`src/rtl/eff_addr_pkg.sv`:
```
// Package: shared addressing-mode codes and per-mode decode helpers.
// Assumes the mode field is 4 bits wide; codes 14 and 15 are unused.
package eff_addr_pkg;

    typedef enum logic [3:0] {
        AM_ACC  = 4'd0,
        AM_IMPL = 4'd1,
        AM_IMM  = 4'd2,
        AM_ZP   = 4'd3,
        AM_ZPX  = 4'd4,
        AM_ZPY  = 4'd5,
        AM_ABS  = 4'd6,
        AM_ABSX = 4'd7,
        AM_ABSY = 4'd8,
        AM_XIND = 4'd9,
        AM_INDY = 4'd10,
        AM_REL  = 4'd11,
        AM_IND  = 4'd12,
        AM_JIND = 4'd13
    } am_e;

    // Instruction length in bytes for a mode.
    function automatic logic [1:0] am_length(am_e m);
        case (m)
            AM_ACC, AM_IMPL:                         am_length = 2'd1;
            AM_ABS, AM_ABSX, AM_ABSY, AM_IND, AM_JIND: am_length = 2'd3;
            default:                                 am_length = 2'd2;
        endcase
    endfunction

    // True for modes that must fetch a two-byte pointer from memory.
    function automatic logic am_fetches(am_e m);
        am_fetches = (m == AM_XIND) || (m == AM_INDY) ||
                     (m == AM_IND)  || (m == AM_JIND);
    endfunction

endpackage

```
`src/rtl/ea_direct.sv`:
```
// Module: ea_direct
// Resolves the addresses that need no memory data, from live inputs.
// Assumes AW == 2*DW (one high byte, one low byte).
module ea_direct
    import eff_addr_pkg::*;
#(
    parameter int AW = 16,
    parameter int DW = 8
) (
    input  am_e           mode,
    input  logic [AW-1:0] pc,
    input  logic [DW-1:0] op_lo,
    input  logic [DW-1:0] op_hi,
    input  logic [DW-1:0] xr,
    input  logic [DW-1:0] yr,
    output logic [AW-1:0] addr,
    output logic          lo_carry
);
    localparam int HW = AW - DW;

    logic [DW-1:0] idx;
    logic [DW-1:0] zp_sum;
    logic [AW-1:0] abs_sum;

    // Pick the index register for the indexed forms.
    always_comb idx = (mode == AM_ZPY || mode == AM_ABSY) ? yr : xr;

    // Page-zero sum keeps only the low byte; absolute sum spans the full address.
    always_comb begin
        zp_sum  = op_lo + idx;
        abs_sum = {op_hi, op_lo} + {{HW{1'b0}}, idx};
    end

    // Per-mode address selection and low-byte carry detection.
    always_comb begin
        addr     = '0;
        lo_carry = 1'b0;
        case (mode)
            AM_IMM:  addr = pc + {{(AW-1){1'b0}}, 1'b1};
            AM_ZP:   addr = {{HW{1'b0}}, op_lo};
            AM_ZPX,
            AM_ZPY:  addr = {{HW{1'b0}}, zp_sum};
            AM_ABS:  addr = {op_hi, op_lo};
            AM_ABSX,
            AM_ABSY: begin
                addr     = abs_sum;
                lo_carry = abs_sum[DW-1:0] < idx;
            end
            AM_REL:  addr = pc + {{HW{op_lo[DW-1]}}, op_lo};
            default: addr = '0;
        endcase
    end
endmodule

```
`src/rtl/ea_ptr.sv`:
```
// Module: ea_ptr
// Forms the two byte addresses of a pointer fetch, including the
// page-zero wrap and the same-page quirk of the indirect jump.
// Assumes inputs are held stable for the whole fetch.
module ea_ptr
    import eff_addr_pkg::*;
#(
    parameter int AW = 16,
    parameter int DW = 8
) (
    input  am_e           mode,
    input  logic [DW-1:0] op_lo,
    input  logic [DW-1:0] op_hi,
    input  logic [DW-1:0] xr,
    output logic [AW-1:0] lo_addr,
    output logic [AW-1:0] hi_addr
);
    localparam int HW = AW - DW;
    localparam logic [DW-1:0] ONE_B = {{(DW-1){1'b0}}, 1'b1};

    logic [DW-1:0] zp_ptr;
    logic [AW-1:0] full_ptr;

    // Page-zero pointer: pre-indexed by X for indexed-indirect, plain otherwise.
    always_comb begin
        zp_ptr   = (mode == AM_XIND) ? op_lo + xr : op_lo;
        full_ptr = {op_hi, op_lo};
    end

    // Low byte at the pointer; high byte at the mode's notion of "next".
    always_comb begin
        case (mode)
            AM_IND: begin
                lo_addr = full_ptr;
                hi_addr = full_ptr + {{(AW-1){1'b0}}, 1'b1};
            end
            AM_JIND: begin
                lo_addr = full_ptr;
                hi_addr = {op_hi, op_lo + ONE_B};
            end
            default: begin
                lo_addr = {{HW{1'b0}}, zp_ptr};
                hi_addr = {{HW{1'b0}}, zp_ptr + ONE_B};
            end
        endcase
    end
endmodule

```
`src/rtl/ea_final.sv`:
```
// Module: ea_final
// Combines the fetched pointer bytes into the final address, adding Y
// for indirect-indexed and reporting its low-byte carry.
// Assumes data bytes are valid in the cycle they are consumed.
module ea_final
    import eff_addr_pkg::*;
#(
    parameter int AW = 16,
    parameter int DW = 8
) (
    input  am_e           mode,
    input  logic [DW-1:0] d_lo,
    input  logic [DW-1:0] d_hi,
    input  logic [DW-1:0] yr,
    output logic [AW-1:0] addr,
    output logic          lo_carry
);
    localparam int HW = AW - DW;

    logic [AW-1:0] base;
    logic [AW-1:0] post;

    // Assemble pointer and its Y-indexed form.
    always_comb begin
        base = {d_hi, d_lo};
        post = base + {{HW{1'b0}}, yr};
    end

    // Select by mode; only indirect-indexed carries a penalty.
    always_comb begin
        if (mode == AM_INDY) begin
            addr     = post;
            lo_carry = post[DW-1:0] < yr;
        end else begin
            addr     = base;
            lo_carry = 1'b0;
        end
    end
endmodule

```
`src/rtl/eff_addr_gen.sv`:
```
// Module: eff_addr_gen (top)
// Start/done address resolver. Direct modes finish one cycle after start;
// pointer modes fetch two bytes (low first) over a synchronous read port
// and finish four cycles after start. Start is ignored while busy.
// Assumes mem_rd_data is valid one cycle after mem_rd_en.
module eff_addr_gen
    import eff_addr_pkg::*;
#(
    parameter int AW = 16,
    parameter int DW = 8
) (
    input  logic          clk,
    input  logic          rst_n,
    input  logic          start,
    input  logic [3:0]    mode,
    input  logic [AW-1:0] pc,
    input  logic [DW-1:0] opnd_lo,
    input  logic [DW-1:0] opnd_hi,
    input  logic [DW-1:0] x_idx,
    input  logic [DW-1:0] y_idx,
    input  logic          store_acc,
    input  logic          seven_cyc,
    output logic          busy,
    output logic          done,
    output logic [AW-1:0] eff_addr,
    output logic          penalty,
    output logic [1:0]    inst_len,
    output logic          mem_rd_en,
    output logic [AW-1:0] mem_addr,
    input  logic [DW-1:0] mem_rd_data
);
    typedef enum logic [1:0] {ST_IDLE, ST_LO, ST_HI, ST_FIN} st_e;

    st_e           state;
    am_e           mode_in, mode_q;
    logic [DW-1:0] lo_q, hi_q, x_q, y_q, dlo_q;
    logic          mask_q;
    logic [AW-1:0] dir_addr, plo_addr, phi_addr, fin_addr;
    logic          dir_carry, fin_carry;

    // Interpret the raw mode code.
    always_comb mode_in = am_e'(mode);

    ea_direct #(.AW(AW), .DW(DW)) u_direct (
        .mode(mode_in), .pc(pc), .op_lo(opnd_lo), .op_hi(opnd_hi),
        .xr(x_idx), .yr(y_idx), .addr(dir_addr), .lo_carry(dir_carry)
    );

    ea_ptr #(.AW(AW), .DW(DW)) u_ptr (
        .mode(mode_q), .op_lo(lo_q), .op_hi(hi_q), .xr(x_q),
        .lo_addr(plo_addr), .hi_addr(phi_addr)
    );

    ea_final #(.AW(AW), .DW(DW)) u_final (
        .mode(mode_q), .d_lo(dlo_q), .d_hi(mem_rd_data), .yr(y_q),
        .addr(fin_addr), .lo_carry(fin_carry)
    );

    // Sequencer: accept, fetch pointer bytes, register results.
    always_ff @(posedge clk) begin
        if (!rst_n) begin
            state    <= ST_IDLE;
            mode_q   <= AM_ACC;
            lo_q     <= '0;
            hi_q     <= '0;
            x_q      <= '0;
            y_q      <= '0;
            dlo_q    <= '0;
            mask_q   <= 1'b0;
            done     <= 1'b0;
            eff_addr <= '0;
            penalty  <= 1'b0;
            inst_len <= 2'd0;
        end else begin
            done <= 1'b0;
            case (state)
                ST_IDLE: if (start) begin
                    mode_q <= mode_in;
                    lo_q   <= opnd_lo;
                    hi_q   <= opnd_hi;
                    x_q    <= x_idx;
                    y_q    <= y_idx;
                    mask_q <= store_acc | seven_cyc;
                    if (am_fetches(mode_in)) begin
                        state <= ST_LO;
                    end else begin
                        done     <= 1'b1;
                        eff_addr <= dir_addr;
                        penalty  <= dir_carry & ~(store_acc | seven_cyc);
                        inst_len <= am_length(mode_in);
                    end
                end
                ST_LO: state <= ST_HI;
                ST_HI: begin
                    dlo_q <= mem_rd_data;
                    state <= ST_FIN;
                end
                ST_FIN: begin
                    done     <= 1'b1;
                    eff_addr <= fin_addr;
                    penalty  <= fin_carry & ~mask_q;
                    inst_len <= am_length(mode_q);
                    state    <= ST_IDLE;
                end
                default: state <= ST_IDLE;
            endcase
        end
    end

    // Read port and busy indication follow the fetch states.
    always_comb begin
        busy      = (state != ST_IDLE);
        mem_rd_en = (state == ST_LO) || (state == ST_HI);
        case (state)
            ST_LO:   mem_addr = plo_addr;
            ST_HI:   mem_addr = phi_addr;
            default: mem_addr = '0;
        endcase
    end

    // ---------------- assertions ----------------
    assert_direct_latency_R10: assert property (@(posedge clk) disable iff (!rst_n)
        (start && !busy && !am_fetches(mode_in)) |=> (done && !mem_rd_en));

    assert_fetch_reads_R10: assert property (@(posedge clk) disable iff (!rst_n)
        $rose(busy) |-> (mem_rd_en ##1 mem_rd_en ##1 !mem_rd_en ##1 done));

    assert_zp_page_R1: assert property (@(posedge clk) disable iff (!rst_n)
        (done && (mode_q == AM_ZP || mode_q == AM_ZPX || mode_q == AM_ZPY))
        |-> (eff_addr[AW-1:DW] == '0));

    assert_xind_wrap_R3: assert property (@(posedge clk) disable iff (!rst_n)
        (mem_rd_en && (mode_q == AM_XIND || mode_q == AM_INDY))
        |-> (mem_addr[AW-1:DW] == '0));

    assert_jind_page_R5: assert property (@(posedge clk) disable iff (!rst_n)
        (state == ST_HI && mode_q == AM_JIND)
        |-> (mem_addr[AW-1:DW] == $past(mem_addr[AW-1:DW])));

    assert_penalty_mask_R9: assert property (@(posedge clk) disable iff (!rst_n)
        (done && mask_q) |-> !penalty);

    assert_short_len_R8: assert property (@(posedge clk) disable iff (!rst_n)
        (done && (mode_q == AM_ACC || mode_q == AM_IMPL)) |-> (inst_len == 2'd1));

    assert_done_idle_R11: assert property (@(posedge clk) disable iff (!rst_n)
        done |-> !busy);

    assert_reset_quiet_R12: assert property (@(posedge clk)
        !rst_n |=> (!done && !busy && !mem_rd_en));
endmodule

```
`config.mk`:
```
export PLATFORM = sky130hd
export DESIGN_NAME = eff_addr_gen
export DESIGN_NICKNAME = d
export VERILOG_FILES = /design/src/rtl/eff_addr_pkg.sv /design/src/rtl/ea_direct.sv /design/src/rtl/ea_ptr.sv /design/src/rtl/ea_final.sv /design/src/rtl/eff_addr_gen.sv
export SDC_FILE = /design/constraint.sdc
export NUM_CORES = 1
export LEC_CHECK = 0
export ABC_CLOCK_PERIOD_IN_PS = 4250
export BUFFER_PORTS_ARGS = -buffer_cell sky130_fd_sc_hd__buf_4
export CAP_MARGIN = 10
export CORE_MARGIN = 3
export CORE_UTILIZATION = 60
export CTS_BUF_LIST = sky130_fd_sc_hd__clkbuf_4
export CTS_CLUSTER_SIZE = 8
export DETAILED_ROUTE_END_ITERATION = 6
export PLACE_DENSITY = 0.85
export SETUP_SLACK_MARGIN = 0.3
export SLEW_MARGIN = 20
export SYNTH_ARGS = -nofsm -noshare
export SYNTH_HDL_FRONTEND = slang
export SYNTH_SLANG_ARGS = --single-unit
```
`constraint.sdc`:
```
create_clock -name clk -period 4.25 [get_ports clk]
set_clock_uncertainty 0.05 [all_clocks]
set_input_delay 1.0625 -clock clk [delete_from_list [all_inputs] [get_ports clk]]
set_output_delay 1.0625 -clock clk [all_outputs]
set_load 0.03 [all_outputs]
```
* Word level (Yosys, flattened, before mapping)
Cells that the tools add are included.
Word-level totals: bits in registers 67, bits of input ports 65, output and inout bits 38, logic and storage cells 101
Operators by class: $add $sub $neg 9, magnitude comparators 2, eq/ne operators 27, multiplexer cells 26, bitwise operators 5, reductions and logical operators 20
Operators by type and width (count):
- 16-bit case mux with 2 select lines | 3
- 16-bit case mux with 6 select lines | 1
- 16-bit two-way mux | 4
- 4-bit == test (second input constant) | 11
- 16-bit by 1-bit adder with 16-bit output (second input constant) | 2
- 16-bit by 8-bit adder with 16-bit output | 2
- 4-bit by 3-bit == test with 1-bit output (second input constant) | 6
- 16-bit adder | 1
- 8-bit by 1-bit adder with 8-bit output (second input constant) | 2
- 8-bit adder | 2
- 8-bit less-than comparator | 2
- 8-bit two-way mux | 2
- 2-bit case mux with 2 select lines | 3
- 2-bit OR reduction | 5
- 5-bit OR reduction | 2
- 4-bit by 1-bit == test with 1-bit output (second input constant) | 2
- 4-bit by 2-bit == test with 1-bit output (second input constant) | 2
- 4-bit logical NOT | 2
- 2-bit two-way mux | 4
- 2-bit case mux with 4 select lines | 1
- 1-bit two-way mux | 6
- 2-bit != test (second input constant) | 3
- 1-bit logical OR | 5
- 2-bit == test (second input constant) | 2
- other kinds (9) | 14

* Longest topological paths before layout
Gate-level depths: netlist of run 1.
depth after elaboration 10, mapped depth 17, gate-level depth less buffers 16

* Modules after synthesis
A second synthesis of run 1 with hierarchy kept.
Second synthesis, totals: cells, all modules 817, area total of the unflattened synthesis 6734.0 um^2
By module, submodules not included:
- eff_addr_gen | times used 1, cells each 347, area each 3085.5 um^2, seq. area each 1341.3 um^2
- ea_direct | times used 1, cells each 237, area each 1825.5 um^2, seq. area each 0.0 um^2
- ea_ptr | times used 1, cells each 130, area each 1008.5 um^2, seq. area each 0.0 um^2
- ea_final | times used 1, cells each 103, area each 814.5 um^2, seq. area each 0.0 um^2

* Worst setup path before layout of run 1
No wires, ideal clock.
path kind in2reg, from in mode[3], to reg penalty, setup time 0.070 ns, data arrival time 3.873 ns, path slack 0.257 ns, stages 16, path buffers 1, cells stage by stage buf_2 -> nand3b_1 -> a21oi_2 -> mux2_2 -> ha_1 -> inv_1 -> fa_1 -> xnor2_1 -> ha_1 -> a21o_1 -> a21o_1 -> a21oi_1 -> nor2b_1 -> o211ai_1 -> nand4_1 -> a21oi_1
Between the ends: word-level cells in the longest chain between the ends 10, elaborated cells between the ends (all ways) 22, classes of those cells add/sub: 1; order compare: 1; eq/ne: 8; mux: 5; bitwise: 1; reduce/logical: 6
RTL lines:
- start, declared | line eff_addr_gen.sv:15 | input logic [3:0] mode,
- 4-bit by 3-bit == test with 1-bit output or 4-bit == test (tied branches) | line ea_direct.sv:26, ea_direct.sv:38
- 1-bit logical OR | line ea_direct.sv:26 | always_comb idx = (mode == AM_ZPY || mode == AM_ABSY) ? yr : xr;
- 8-bit two-way mux | line ea_direct.sv:26
- 16-bit by 8-bit adder with 16-bit output | line ea_direct.sv:31 | abs_sum = {op_hi, op_lo} + {{HW{1'b0}}, idx};
- 8-bit less-than comparator | line ea_direct.sv:47 | lo_carry = abs_sum[DW-1:0] < idx;
- 1-bit two-way mux | line ea_direct.sv:38 | case (mode)
- 1-bit bitwise AND | line eff_addr_gen.sv:89 | penalty <= dir_carry & ~(store_acc | seven_cyc);
- 1-bit two-way mux | line eff_addr_gen.sv:84 | if (am_fetches(mode_in)) begin
- 1-bit two-way mux | line eff_addr_gen.sv:77 | ST_IDLE: if (start) begin
- 1-bit case mux with 2 select lines | line eff_addr_gen.sv:76 | case (state)
- end signal, assigned | line eff_addr_gen.sv:89
- end signal, assigned | line eff_addr_gen.sv:101 | penalty <= fin_carry & ~mask_q;
- end, declared | line eff_addr_gen.sv:26 | output logic penalty,
Several ways; a longest one is shown, not always the timed one. The select of a mux whose other input is x is not followed. A chain may end at the register's enable or synchronous reset.

* Worst setup path after layout of run 1
from reg lo_q[0], to out mem_addr[4]
Between the ends: word-level cells in the longest chain between the ends 5, elaborated cells between the ends (all ways) 8, classes of those cells add/sub: 4; mux: 4
RTL lines:
- start, declared | line eff_addr_gen.sv:36 | logic [DW-1:0] lo_q, hi_q, x_q, y_q, dlo_q;
- start signal, assigned | line eff_addr_gen.sv:79 | lo_q <= opnd_lo;
- 8-bit adder | line ea_ptr.sv:26 | zp_ptr = (mode == AM_XIND) ? op_lo + xr : op_lo;
- 8-bit two-way mux | line ea_ptr.sv:26
- 8-bit by 1-bit adder with 8-bit output | line ea_ptr.sv:43 | hi_addr = {{HW{1'b0}}, zp_ptr + ONE_B};
- 16-bit case mux with 2 select lines | line ea_ptr.sv:32 | case (mode)
- 16-bit case mux with 2 select lines * | line eff_addr_gen.sv:114 | case (state)
- end, declared | line eff_addr_gen.sv:29 | output logic [AW-1:0] mem_addr,
Mark *: on every way between the ends. The rest lies on a longest branch, timed or not.

==> results of run 1 <==
[metrics by stage]
step                      cell area (um^2)  setup slack [ns]  instances  power, W
final                                 7540             0.342       1079   0.00277
after floorplan                       6350             0.306        845   0.00176
after global routing                  7540             0.207       1079   0.00293
after CTS                             7410             0.301       1073   0.00270
after global placement                7210             0.115       1056   0.00215
after detailed placement              7210           -0.0243       1056   0.00219
[sequential cells by signal, summed over array words and instances, names as in the netlist, 2 cells and up]
signal / cells
x_q: 8
inst_len: 2
y_q: 8
mode_q: 4
state: 2
hi_q: 8
eff_addr: 16
lo_q: 8
dlo_q: 8
[timing repair]
item                                    CTS  global route
hold buffers                              0             0
gates resized for setup                   9            25
pin swaps                                 1             8
endpoints found under the setup margin    4             6
buffers inserted                          1             5
[worst reg2reg max path: stages (launching register included)]
cell and delay (ns):
dfxtp_1 0.43, ha_1 0.28, a211oi_1 0.35, o211a_1 0.25
o21bai_1 0.09, xor2_1 0.18, ha_1 0.19, or4b_2 0.62
o21ai_0 0.16, a21oi_1 0.10, a21oi_1 0.15
[cell families (layout without fill, tap and decap cells)]
group                      count (synthesis)  count (layout)  share of synthesized area, %
muxes                                     34              34                          5.58
AOI/OAI and AO/OA                        262             262                          26.9
adders and majority gates                 61              61                          12.5
and+or+nand+nor                          310             310                          23.5
DFF                                       67              67                          21.2
other                                      0               1                             0
xor gates and xnor gates                  45              45                          6.22
buffers and inverters                     66             166                          4.18
[placed cells by master (no fill, tap or decap), types with 13 or more instances in the layout]
cell	instances
ha_1	53
nand2b_1	13
nor2_1	62
nand2_1	122
nor3_1	14
xor2_1	13
inv_1	31
dfxtp_1	60
buf_4	118
a21oi_1	90
xnor2_1	31
o21ai_0	44
nand3_1	24
a21o_1	15
mux2i_1	22
[worst max-delay path by stage]
| stage | endpoint | slack (ns) | cells after the start |
|---|---|---|---|
| 2_1_floorplan | penalty$_SDFFE_PN0P_ | 0.31 | 16 |
| 3_3_place_gp | penalty$_SDFFE_PN0P_ | 0.12 | 17 |
| 3_5_place_dp | penalty$_SDFFE_PN0P_ | -0.02 | 17 |
| 4_1_cts | mem_addr[4] | 0.30 | 10 |
| 5_1_grt | mem_addr[7] | 0.21 | 9 |
| 6_report | mem_addr[4] | 0.34 | 10 |
[metal layers]
metal  vias to the layer above  global-route usage [%]  part of all wire, %
li1                       3270                       -                    -
met1                      3242                    44.8                   41
met2                       322                    58.1                   47
met3                        49                    6.81                  8.0
met4                         0                    15.1                  3.5
met5                         -                       0                    0
[Yosys cell counts, types with 4 or more instances]
cell,instances
nor2b_1,9
nor2_1,63
a211oi_1,11
clkbuf_1,22
nand3_1,24
o21bai_1,5
a22oi_1,10
a221oi_1,7
o221a_2,5
o22ai_1,4
o211ai_1,7
mux2i_1,23
dfxtp_1,67
a21oi_1,92
o221ai_1,4
inv_1,31
nand4_1,9
xor2_1,13
and2_1,9
fa_1,4
nor3_1,14
o21ai_0,50
and3_1,12
nor3b_1,5
a31oi_1,6
o21a_1,11
nand2_1,122
xnor2_1,32
buf_2,8
mux2_2,11
nand2b_1,13
nor4_1,4
ha_1,57
a21o_1,15
or3_1,6
[area by class of cell]
cell class                      count  area [um^2]
Clock inverter                      6         90.1
Clock buffer                       10         75.1
Multi-Input combinational cell    712         4840
Fill cell                         789         2500
Inverter                           31          116
Timing Repair Buffer              119          897
Antenna cell                        1         2.50
Tap cell                          133          166
Sequential cell                    67         1360
[power by group through the flow]
stage	logic [W]	registers, W	clock network (W)
2_1_floorplan	0.000850	0.000915	0
3_3_place_gp	0.00128	0.000867	0
3_5_place_dp	0.00132	0.000874	0
4_1_cts	0.00134	0.000859	0.000499
5_1_grt	0.00153	0.000886	0.000522
6_report	0.00140	0.000874	0.000500
==> run summary, run 1 <==
run status: finished, final reports clean
H-tree depth: 3
Arr. time, crit path: 2.80 ns
cts bufs inserted: 9
EDFF count, synth: 0
switching portion of total power: 44.7%
initial antenna violation count: 1
relative slew slack: 30.7%
Pint: 0.00153 W
Crit. End Element: primary output
Combinational Power Share: 50.5%
Vert. Die Dim: 109 um
Synth async-reset ratio: 0%
io pins: 103
Hold Crit Endpoint: eff_addr[2]$_SDFFE_PN0P_
sequential power share: 31.5%
reg2reg end: penalty$_SDFFE_PN0P_
crit path launch: lo_q[0]$_SDFFE_PN0P_
Initial Util: 63.1%
FF-to-FF path depth: 10
total grt overflow: 0
average vias per placed instance: 6.38
Worst Tran Pin Value: 1.04 ns
Synth Register Bits: 67
TNS Setup: 0 ns
worst r2r src: dlo_q[1]$_SDFFE_PN0P_
Top delay family on crit path: compound AO/OA/AOI/OAI gates
Gate Count Post-Synth: 845
P per Cell Area: 368 nW/um^2
hold slack final: 0.420 ns
Buf/Inv on CP: 1
vias in the first global route: 6550
setup violators final: 0
CP max FO: 3
R2R setup slack: 1.35 ns
Root Buffer: clkbuf_4
Slowest Stage Delay on Critical Path: 0.38 ns
syn nets: 971
fmax: 0.256 GHz
final hold viol count: 0
TritonCTS Sinks: 67
Slew Limit Fails: 0
drt drc: 0
drt total wl: 20.7 mm
Yosys Warn Count: 0
dominant cell type by area after synthesis: dfxtp_1
Worst-Skew Late Latency: 0.43 ns
Row Count: 36
Buffers on Ports: 102
Die X-Extent: 109 um
CTS tree: built
nets: 1066
slowest CP cell: dfxtp_4
IR drop worst, VDD: 241 uV
Mapped Avg Cell Area: 7.50 um^2
post-synthesis sequential area ratio: 21.2%
Clock power frac: 18.0%
detailed-route via count: 6883
mapped cell area: 6340 um^2
initial drt markers: 666
RSZ-0062 raised after global routing: yes
Main synth FF type: dfxtp_1
top cell type's share of synthesized area: 21.2%
type of the worst setup path: register to primary output
critical path required time: 3.14 ns
Leakage: 3.20 nW
Switch Pwr: 0.00124 W
DIE AREA: 11800 um^2
gpl congestion: 1.02
TritonRoute pass-1 iters: 6
share of post-route cells with drive strength above 1: 20.2%
hold path depth: 2
clock transition at the registers of the reported paths: 0.13 ns
crit path cell chain: ha_4 > fa_2 > a211o_1 > o21ai_2 > xnor2_1 > mux2_2 > xor2_1 > o221ai_1 > and2_1 > buf_6
per-cell routed wire length: 19.2 um
first-pass GRT wire length: 33.0 mm
MaxCap Viol Count: 0
HPWL Detailed: 16.0 mm
largest net degree at the start of global routing: 51
final worst-path cycle share: 92.0%
total track usage: 35.2%
DRT antenna net count: 0
startpoint types: register
worst hold path type: register to register
Tmin final: 3.91 ns
min-delay src: eff_addr[2]$_SDFFE_PN0P_
post-layout util: 75.1%
post-synth cell types: 79
CTS Buffer Depth: 2
Core Area: 10000 um^2
Synth area leaders: dfxtp_1 21%, ha_1 11%, a21oi_1 7.3%
Layout area overhead: 18.9%
No activity file was read; power rests on OpenSTA's default activity.
==> inputs of run 2 (changes only) <==
- CORE_ASPECT_RATIO: unset -> 0.6
- CORE_MARGIN: 3 -> 2
==> run summary, run 2 (same netlist as run 1, synthesis figures left out) <==
Die X-Extent: 137 um (was 109 um)
relative slew slack: 47.7% (was 30.7%)
commonest non-fill, non-tap cell in the layout: buf_4 (was nand2_1)
final worst-path cycle share: 92.6% (was 92.0%)
R2R setup slack: 1.38 ns (was 1.35 ns)
Core Area: 10400 um^2 (was 10000 um^2)
startpoint types: register (unchanged)
Arr. time, crit path: 2.82 ns (was 2.80 ns)
H-tree depth: 3 (unchanged)
CTS tree: built (unchanged)
Pint: 0.00140 W (was 0.00153 W)
TritonRoute pass-1 iters: 5 (was 6)
per-cell routed wire length: 18.7 um (was 19.2 um)
setup violators final: 0 (unchanged)
io pins: 103 (unchanged)
Hold Buf Count CTS: 0 (unchanged)
Switch Pwr: 0.00124 W (about the same)
WL met1: 9.39 mm (was 8.59 mm)
drt drc: 0 (unchanged)
DIE AREA: 11400 um^2 (was 11800 um^2)
clock transition at the registers of the reported paths: 0.12 ns (was 0.13 ns)
first-pass GRT wire length: 32.0 mm (was 33.0 mm)
drt total wl: 20.3 mm (was 20.7 mm)
Vert. Die Dim: 83.6 um (was 109 um)
Worst-Skew Late Latency: 0.43 ns (about the same)
run status: finished, final reports clean (unchanged)
TNS Setup: 0 ns (unchanged)
Crit. End Element: primary output (unchanged)
P per Cell Area: 354 nW/um^2 (was 368 nW/um^2)
detailed-route via count: 6894 (was 6883)
Layout area overhead: 18.0% (was 18.9%)
cts bufs inserted: 9 (unchanged)
CP max FO: 3 (unchanged)
share of post-route cells with drive strength above 1: 19.9% (was 20.2%)
sequential power share: 32.5% (was 31.5%)
worst hold path type: register to register (unchanged)
Combinational Power Share: 53.5% (was 50.5%)
routed length on met3: 2.80 mm (was 1.66 mm)
Leakage: 3.21 nW (was 3.20 nW)
initial antenna violation count: 0 (was 1)
gpl congestion: 1.00 (was 1.02)
Root Buffer: clkbuf_4 (unchanged)
largest net degree at the start of global routing: 58 (was 51)
FF-to-FF path depth: 10 (unchanged)
DRT antenna net count: 0 (unchanged)
final hold viol count: 0 (unchanged)
Layout fillers: 884 (was 789)
initial drt markers: 663 (was 666)
met2 WL: 7.82 mm (was 9.74 mm)
Tmin final: 3.94 ns (was 3.91 ns)
critical path required time: 3.14 ns (about the same)
RSZ-0062 raised after global routing: yes (unchanged)
vias in the first global route: 6145 (was 6550)
Biggest register: eff_addr (unchanged)
worst r2r src: y_q[4]$_SDFFE_PN0P_ (was dlo_q[1]$_SDFFE_PN0P_)
reg2reg end: penalty$_SDFFE_PN0P_ (unchanged)
Initial Util: 60.9% (was 63.1%)
total track usage: 35.6% (was 35.2%)
ANT cells: 0 (was 1)
hold path depth: 2 (unchanged)
Row Count: 29 (was 36)
Worst Tran Pin Value: 0.784 ns (was 1.04 ns)
Hold Crit Endpoint: eff_addr[2]$_SDFFE_PN0P_ (unchanged)
TritonCTS Sinks: 67 (unchanged)
Slew Limit Fails: 0 (unchanged)
Total Power: 0.00265 W (was 0.00277 W)
nets: 1071 (was 1066)
max reg flops: 16 (unchanged)
switching portion of total power: 47.0% (was 44.7%)
fmax: 0.254 GHz (was 0.256 GHz)
Buffers on Ports: 102 (unchanged)
average vias per placed instance: 6.33 (was 6.38)
most frequent cells in the layout: 124 x buf_4, 122 x nand2_1, 90 x a21oi_1 (was 122 x nand2_1, 118 x buf_4, 90 x a21oi_1)
total grt overflow: 0 (unchanged)
HPWL Detailed: 16.1 mm (was 16.0 mm)
IR drop worst, VDD: 265 uV (was 241 uV)
MaxCap Viol Count: 0 (unchanged)
min-delay src: eff_addr[2]$_SDFFE_PN0P_ (unchanged)
type of the worst setup path: register to primary output (unchanged)
highest metal used: met4 (unchanged)
CTS Buffer Depth: 2 (unchanged)
Clock power frac: 14.0% (was 18.0%)
==> run 2: changes by cell type in the layout (fill, tap and decap cells not counted), moves of 2 or more <==
cell | previous run | this run
buf_4 | 118 | 124
dfxtp_1 | 60 | 63
ha_4 | 4 | 1
bufinv_16 | 2 | 0
clkinv_1 | 0 | 2
clkinv_4 | 2 | 0
dfxtp_4 | 2 | 0
ha_1 | 53 | 55
inv_6 | 0 | 2
o21ai_0 | 44 | 46
o21ai_1 | 6 | 4
==> run 2: how the worst max path moves through the flow <==
stage / start / end / slack [ns] / depth (start not counted)
CTS: lo_q[2]$_SDFFE_PN0P_ / mem_addr[4] / 0.31 / 9
floorplan: mode[3] / penalty$_SDFFE_PN0P_ / 0.31 / 16
finish: lo_q[0]$_SDFFE_PN0P_ / mem_addr[7] / 0.31 / 10
global placement: mode[3] / penalty$_SDFFE_PN0P_ / 0.06 / 13
global route: x_q[0]$_SDFFE_PN0P_ / mem_addr[7] / 0.19 / 10
detailed placement: mode[3] / penalty$_SDFFE_PN0P_ / -0.02 / 13
==> run 2: area by class of cell <==
cell class / count / area, um^2 / area share [%]
Sequential cell: 67 / 1350 / 18.0
Multi-Input combinational cell: 712 / 4810 / 64.2
Clock inverter: 7 / 42.5 / 0.568
Clock buffer: 9 / 67.6 / 0.903
Tap cell: 139 / 174 / 2.32
Inverter: 31 / 116 / 1.55
Timing Repair Buffer: 124 / 931 / 12.4
==> run 2: timing repair <==
item / CTS / global route
endpoints found under the setup margin: 4 / 7
pin swaps: 1 / 9
buffers inserted: 1 / 6
gates resized for setup: 6 / 18
==> run 2: power by group through the flow <==
stage          Sequential, W  Clock [W]  Combinational [W]
6_report            0.000859   0.000371            0.00142
3_5_place_dp        0.000865          0            0.00135
3_3_place_gp        0.000861          0            0.00133
4_1_cts             0.000852   0.000371            0.00136
2_1_floorplan       0.000915          0           0.000850
5_1_grt             0.000873   0.000400            0.00154
==> run 2: per-stage QoR <==
step                      instances  setup WS [ns]  area (um^2)  utilization (%)  hold WS (ns)
after global placement         1066         0.0631         7250             69.6         0.398
after floorplan                 845          0.306         6350                -         0.390
after global routing           1089          0.186         7480             71.9         0.427
final                          1089          0.314         7480             71.9         0.419
after detailed placement       1066        -0.0220         7250             69.6         0.402
after CTS                      1083          0.306         7390             70.9         0.419
==> run 2: worst max-delay path, cell delays in order, from the launching register on <==
cell	delay [ns]
dfxtp_2	0.35
ha_4	0.16
fa_2	0.34
a211o_1	0.35
a21oi_2	0.21
mux2i_2	0.27
nand2_1	0.12
nand4_1	0.15
xor2_1	0.15
o22ai_1	0.09
buf_4	0.19
==> run 2: layer usage <==
layer  vias up  GRT usage, %
met1      3190          55.0
li1       3281             -
met5         -             0
met4         0          5.59
met3        39          12.9
met2       384          46.8
==> inputs of run 3 (changes only) <==
- BUFFER_PORTS_ARGS: -buffer_cell sky130_fd_sc_hd__buf_4 -> -buffer_cell sky130_fd_sc_hd__buf_2
- SYNTH_HIERARCHICAL: unset -> 1
==> run summary, run 3 <==
Leakage: 3.65 nW (was 3.21 nW)
P per Cell Area: 372 nW/um^2 (was 354 nW/um^2)
TritonRoute pass-1 iters: 6 (was 5)
crit path cell chain: buf_6 > nand2b_4 > nor2_4 > a21oi_2 > nor2_4 > mux2_4 > ha_1 > a21o_1 > a21oi_2 > xnor2_2 > ha_1 > a21o_1 > a21o_1 > a21o_1 > a21o_1 > a211oi_2 > nor4b_4 > a31oi_1 > o21ai_1 > o211a_1 (was ha_4 > fa_2 > a211o_1 > a21oi_2 > mux2i_2 > nand2_1 > nand4_1 > xor2_1 > o22ai_1 > buf_4)
gpl congestion: 1.01 (was 1.00)
HPWL Detailed: 15.5 mm (was 16.1 mm)
setup violators final: 2 (was 0)
syn nets: 943 (was 971)
Worst-Skew Late Latency: 0.45 ns (was 0.43 ns)
Gate Count Post-Synth: 817 (was 845)
H-tree depth: 3 (unchanged)
final hold viol count: 0 (unchanged)
cts bufs inserted: 9 (unchanged)
Core Area: 10700 um^2 (was 10400 um^2)
most frequent cells in the layout: 116 x nand2_1, 97 x buf_2, 63 x dfxtp_1 (was 124 x buf_4, 122 x nand2_1, 90 x a21oi_1)
top cell type's share of synthesized area: 19.9% (was 21.2%)
IR drop worst, VDD: 228 uV (was 265 uV)
Synth async-reset ratio: 0% (unchanged)
worst hold path type: register to register (unchanged)
R2R setup slack: 1.01 ns (was 1.38 ns)
initial drt markers: 977 (was 663)
Synth area leaders: dfxtp_1 20%, ha_1 11%, nand2_1 6.5% (was dfxtp_1 21%, ha_1 11%, a21oi_1 7.3%)
drt drc: 0 (unchanged)
Worst path most repeated cell: a21o_1
Vert. Die Dim: 86.1 um (was 83.6 um)
CTS tree: built (unchanged)
post-synth cell types: 93 (was 79)
clock transition at the registers of the reported paths: 0.13 ns (was 0.12 ns)
ANT cells: 0 (unchanged)
commonest non-fill, non-tap cell in the layout: nand2_1 (was buf_4)
Hold Buf Count CTS: 0 (unchanged)
nets: 1063 (was 1071)
Buffers on Ports: 102 (unchanged)
per-cell routed wire length: 18.8 um (was 18.7 um)
dominant cell type by area after synthesis: dfxtp_1 (unchanged)
startpoint types: input port (was register)
Design Area, Final: 8070 um^2 (was 7480 um^2)
worst setup margin: -0.0581 ns (was 0.314 ns)
total grt overflow: 0 (unchanged)
Synth Register Bits: 67 (unchanged)
critical path required time: 4.61 ns (was 3.14 ns)
DIE AREA: 12100 um^2 (was 11400 um^2)
Total Power: 0.00300 W (was 0.00265 W)
drt total wl: 20.3 mm (about the same)
max reg flops: 16 (unchanged)
hold slack final: 0.433 ns (was 0.419 ns)
Slowest Stage Delay on Critical Path: 0.33 ns (was 0.35 ns)
Layout area overhead: 19.8% (was 18.0%)
relative slew slack: 43.4% (was 47.7%)
TritonCTS Sinks: 67 (unchanged)
DRT antenna net count: 0 (unchanged)
initial antenna violation count: 2 (was 0)
FF-to-FF path depth: 13 (was 10)
total track usage: 33.1% (was 35.6%)
post-synthesis sequential area ratio: 19.9% (was 21.2%)
Initial Util: 62.7% (was 60.9%)
detailed-route via count: 6824 (was 6894)
CTS Buffer Depth: 2 (unchanged)
run status: finished with violations (was finished, final reports clean)
Root Buffer: clkbuf_4 (unchanged)
vias in the first global route: 6045 (was 6145)
share of post-route cells with drive strength above 1: 27.8% (was 19.9%)
mapped cell area: 6730 um^2 (was 6340 um^2)
Worst Tran Pin Value: 0.846 ns (was 0.784 ns)
Placement Cell Area: 7580 um^2 (was 7250 um^2)
Biggest register: eff_addr (unchanged)
Layout fillers: 798 (was 884)
largest net degree at the start of global routing: 70 (was 58)
EDFF count, synth: 0 (unchanged)
Layout Cells excl Fill: 1081 (was 1089)
fmax: 0.232 GHz (was 0.254 GHz)
final worst-path cycle share: 101% (was 92.6%)
failing checks: setup timing
cell with the most instances after synthesis: nand2_1 (unchanged)
type of the worst setup path: input port to register (was register to primary output)
Main synth FF type: dfxtp_1 (unchanged)
Yosys Warn Count: 6 (was 0)
Post-synth top cells: 116 x nand2_1, 67 x dfxtp_1, 57 x ha_1 (was 122 x nand2_1, 92 x a21oi_1, 67 x dfxtp_1)
first-pass GRT wire length: 31.7 mm (was 32.0 mm)
Row Count: 29 (unchanged)
Die X-Extent: 141 um (was 137 um)
slowest CP cell: mux2_4 (was dfxtp_2)
hold path depth: 2 (unchanged)
placed cell count: 1056 (was 1066)
CP max FO: 4 (was 3)
RSZ-0062 raised after global routing: yes (unchanged)
Slew Limit Fails: 0 (unchanged)
average vias per placed instance: 6.31 (was 6.33)
Arr. time, crit path: 4.66 ns (was 2.82 ns)
MaxCap Viol Count: 0 (unchanged)
Tmin final: 4.31 ns (was 3.94 ns)
io pins: 103 (unchanged)
Crit. End Element: register (was primary output)
Mapped Avg Cell Area: 8.24 um^2 (was 7.50 um^2)
[run 3: changes by cell type after synthesis, moves of 9 or more]
cell	change
a21boi_0	+34
o211a_1	+15
and2_1	+11
nor2_1	-26
and3_1	-9
a22oi_1	+10
nor2b_1	+24
a21oi_1	-61
nand3_1	-16
o21ai_0	-13
[run 3: through the flow]
| stage | TNS, ns | setup slack, ns | util, % |
|---|---|---|---|
| floorplan | -0.0237 | -0.0237 | - |
| global placement | -0.865 | -0.408 | 70.5 |
| detailed placement | -1.73 | -0.535 | 70.5 |
| CTS | 0 | 0.0428 | 72.6 |
| global route | -0.440 | -0.245 | 75.1 |
| finish | -0.0787 | -0.0581 | 75.1 |
[run 3: power by group]
part           leakage (nW)  total, W  switching, W  internal [W]
logic                  3.02   0.00163      0.000968      0.000667
clock network        0.0763  0.000453      0.000269      0.000184
registers             0.552  0.000914      0.000141      0.000773
total                  3.65   0.00300       0.00138       0.00162
[run 3: worst paths after layout]
kind	start	endpoint
setup / recovery	mode[0]	penalty$_SDFFE_PN0P_
hold / removal	x_q[4]$_SDFFE_PN0P_	x_q[4]$_SDFFE_PN0P_
setup reg to reg	dlo_q[0]$_SDFFE_PN0P_	penalty$_SDFFE_PN0P_
hold reg to reg	x_q[4]$_SDFFE_PN0P_	x_q[4]$_SDFFE_PN0P_
[run 3: area by class of cell]
| cell class | count | area [um^2] | share of cell area [%] |
|---|---|---|---|
| Multi-Input combinational cell | 685 | 5410 | 67.1 |
| Sequential cell | 67 | 1350 | 16.7 |
| Timing Repair Buffer | 148 | 892 | 11.1 |
| Tap cell | 139 | 174 | 2.16 |
| Inverter | 26 | 97.6 | 1.21 |
| Clock inverter | 7 | 75.1 | 0.931 |
| Clock buffer | 9 | 67.6 | 0.838 |
[run 3: logic make-up (layout without fill, tap and decap cells)]
kind of cell | count (synthesis) | in the layout | synth area share (%)
AO/OA/AOI/OAI | 239 | 239 | 27.6
buffers and inverters | 65 | 190 | 4.18
flip-flops | 67 | 67 | 19.9
multiplexers | 42 | 42 | 6.71
adder cells (fa/ha/maj) | 61 | 61 | 11.8
AND/OR/NAND/NOR | 292 | 292 | 23.0
XOR/XNOR | 51 | 51 | 6.84
[run 3: repair_timing]
action,in CTS,in global routing
setup buffers,2,6
endpoints found under the setup margin,8,17
resized for setup,15,44
pin swaps,6,23
gates cloned,0,0
[run 3: metal layers]
layer / wire length, um / up-vias / global-route usage, %
li1: - / 3205 / -
met1: 9550 / 3173 / 50.2
met2: 7910 / 391 / 45.4
met3: 2530 / 55 / 10.1
met4: 333 / 0 / 7.36
met5: 0 / - / 0
[run 3: worst max-delay path, delay by kind of cell]
family | cells | cell delay [ns]
adder cells (fa/ha/maj) | 2 | 0.55
buffers and inverters | 1 | 0.10
multiplexers | 1 | 0.33
XOR/XNOR | 1 | 0.15
AO/OA/AOI/OAI | 11 | 1.80
AND/OR/NAND/NOR | 4 | 0.68
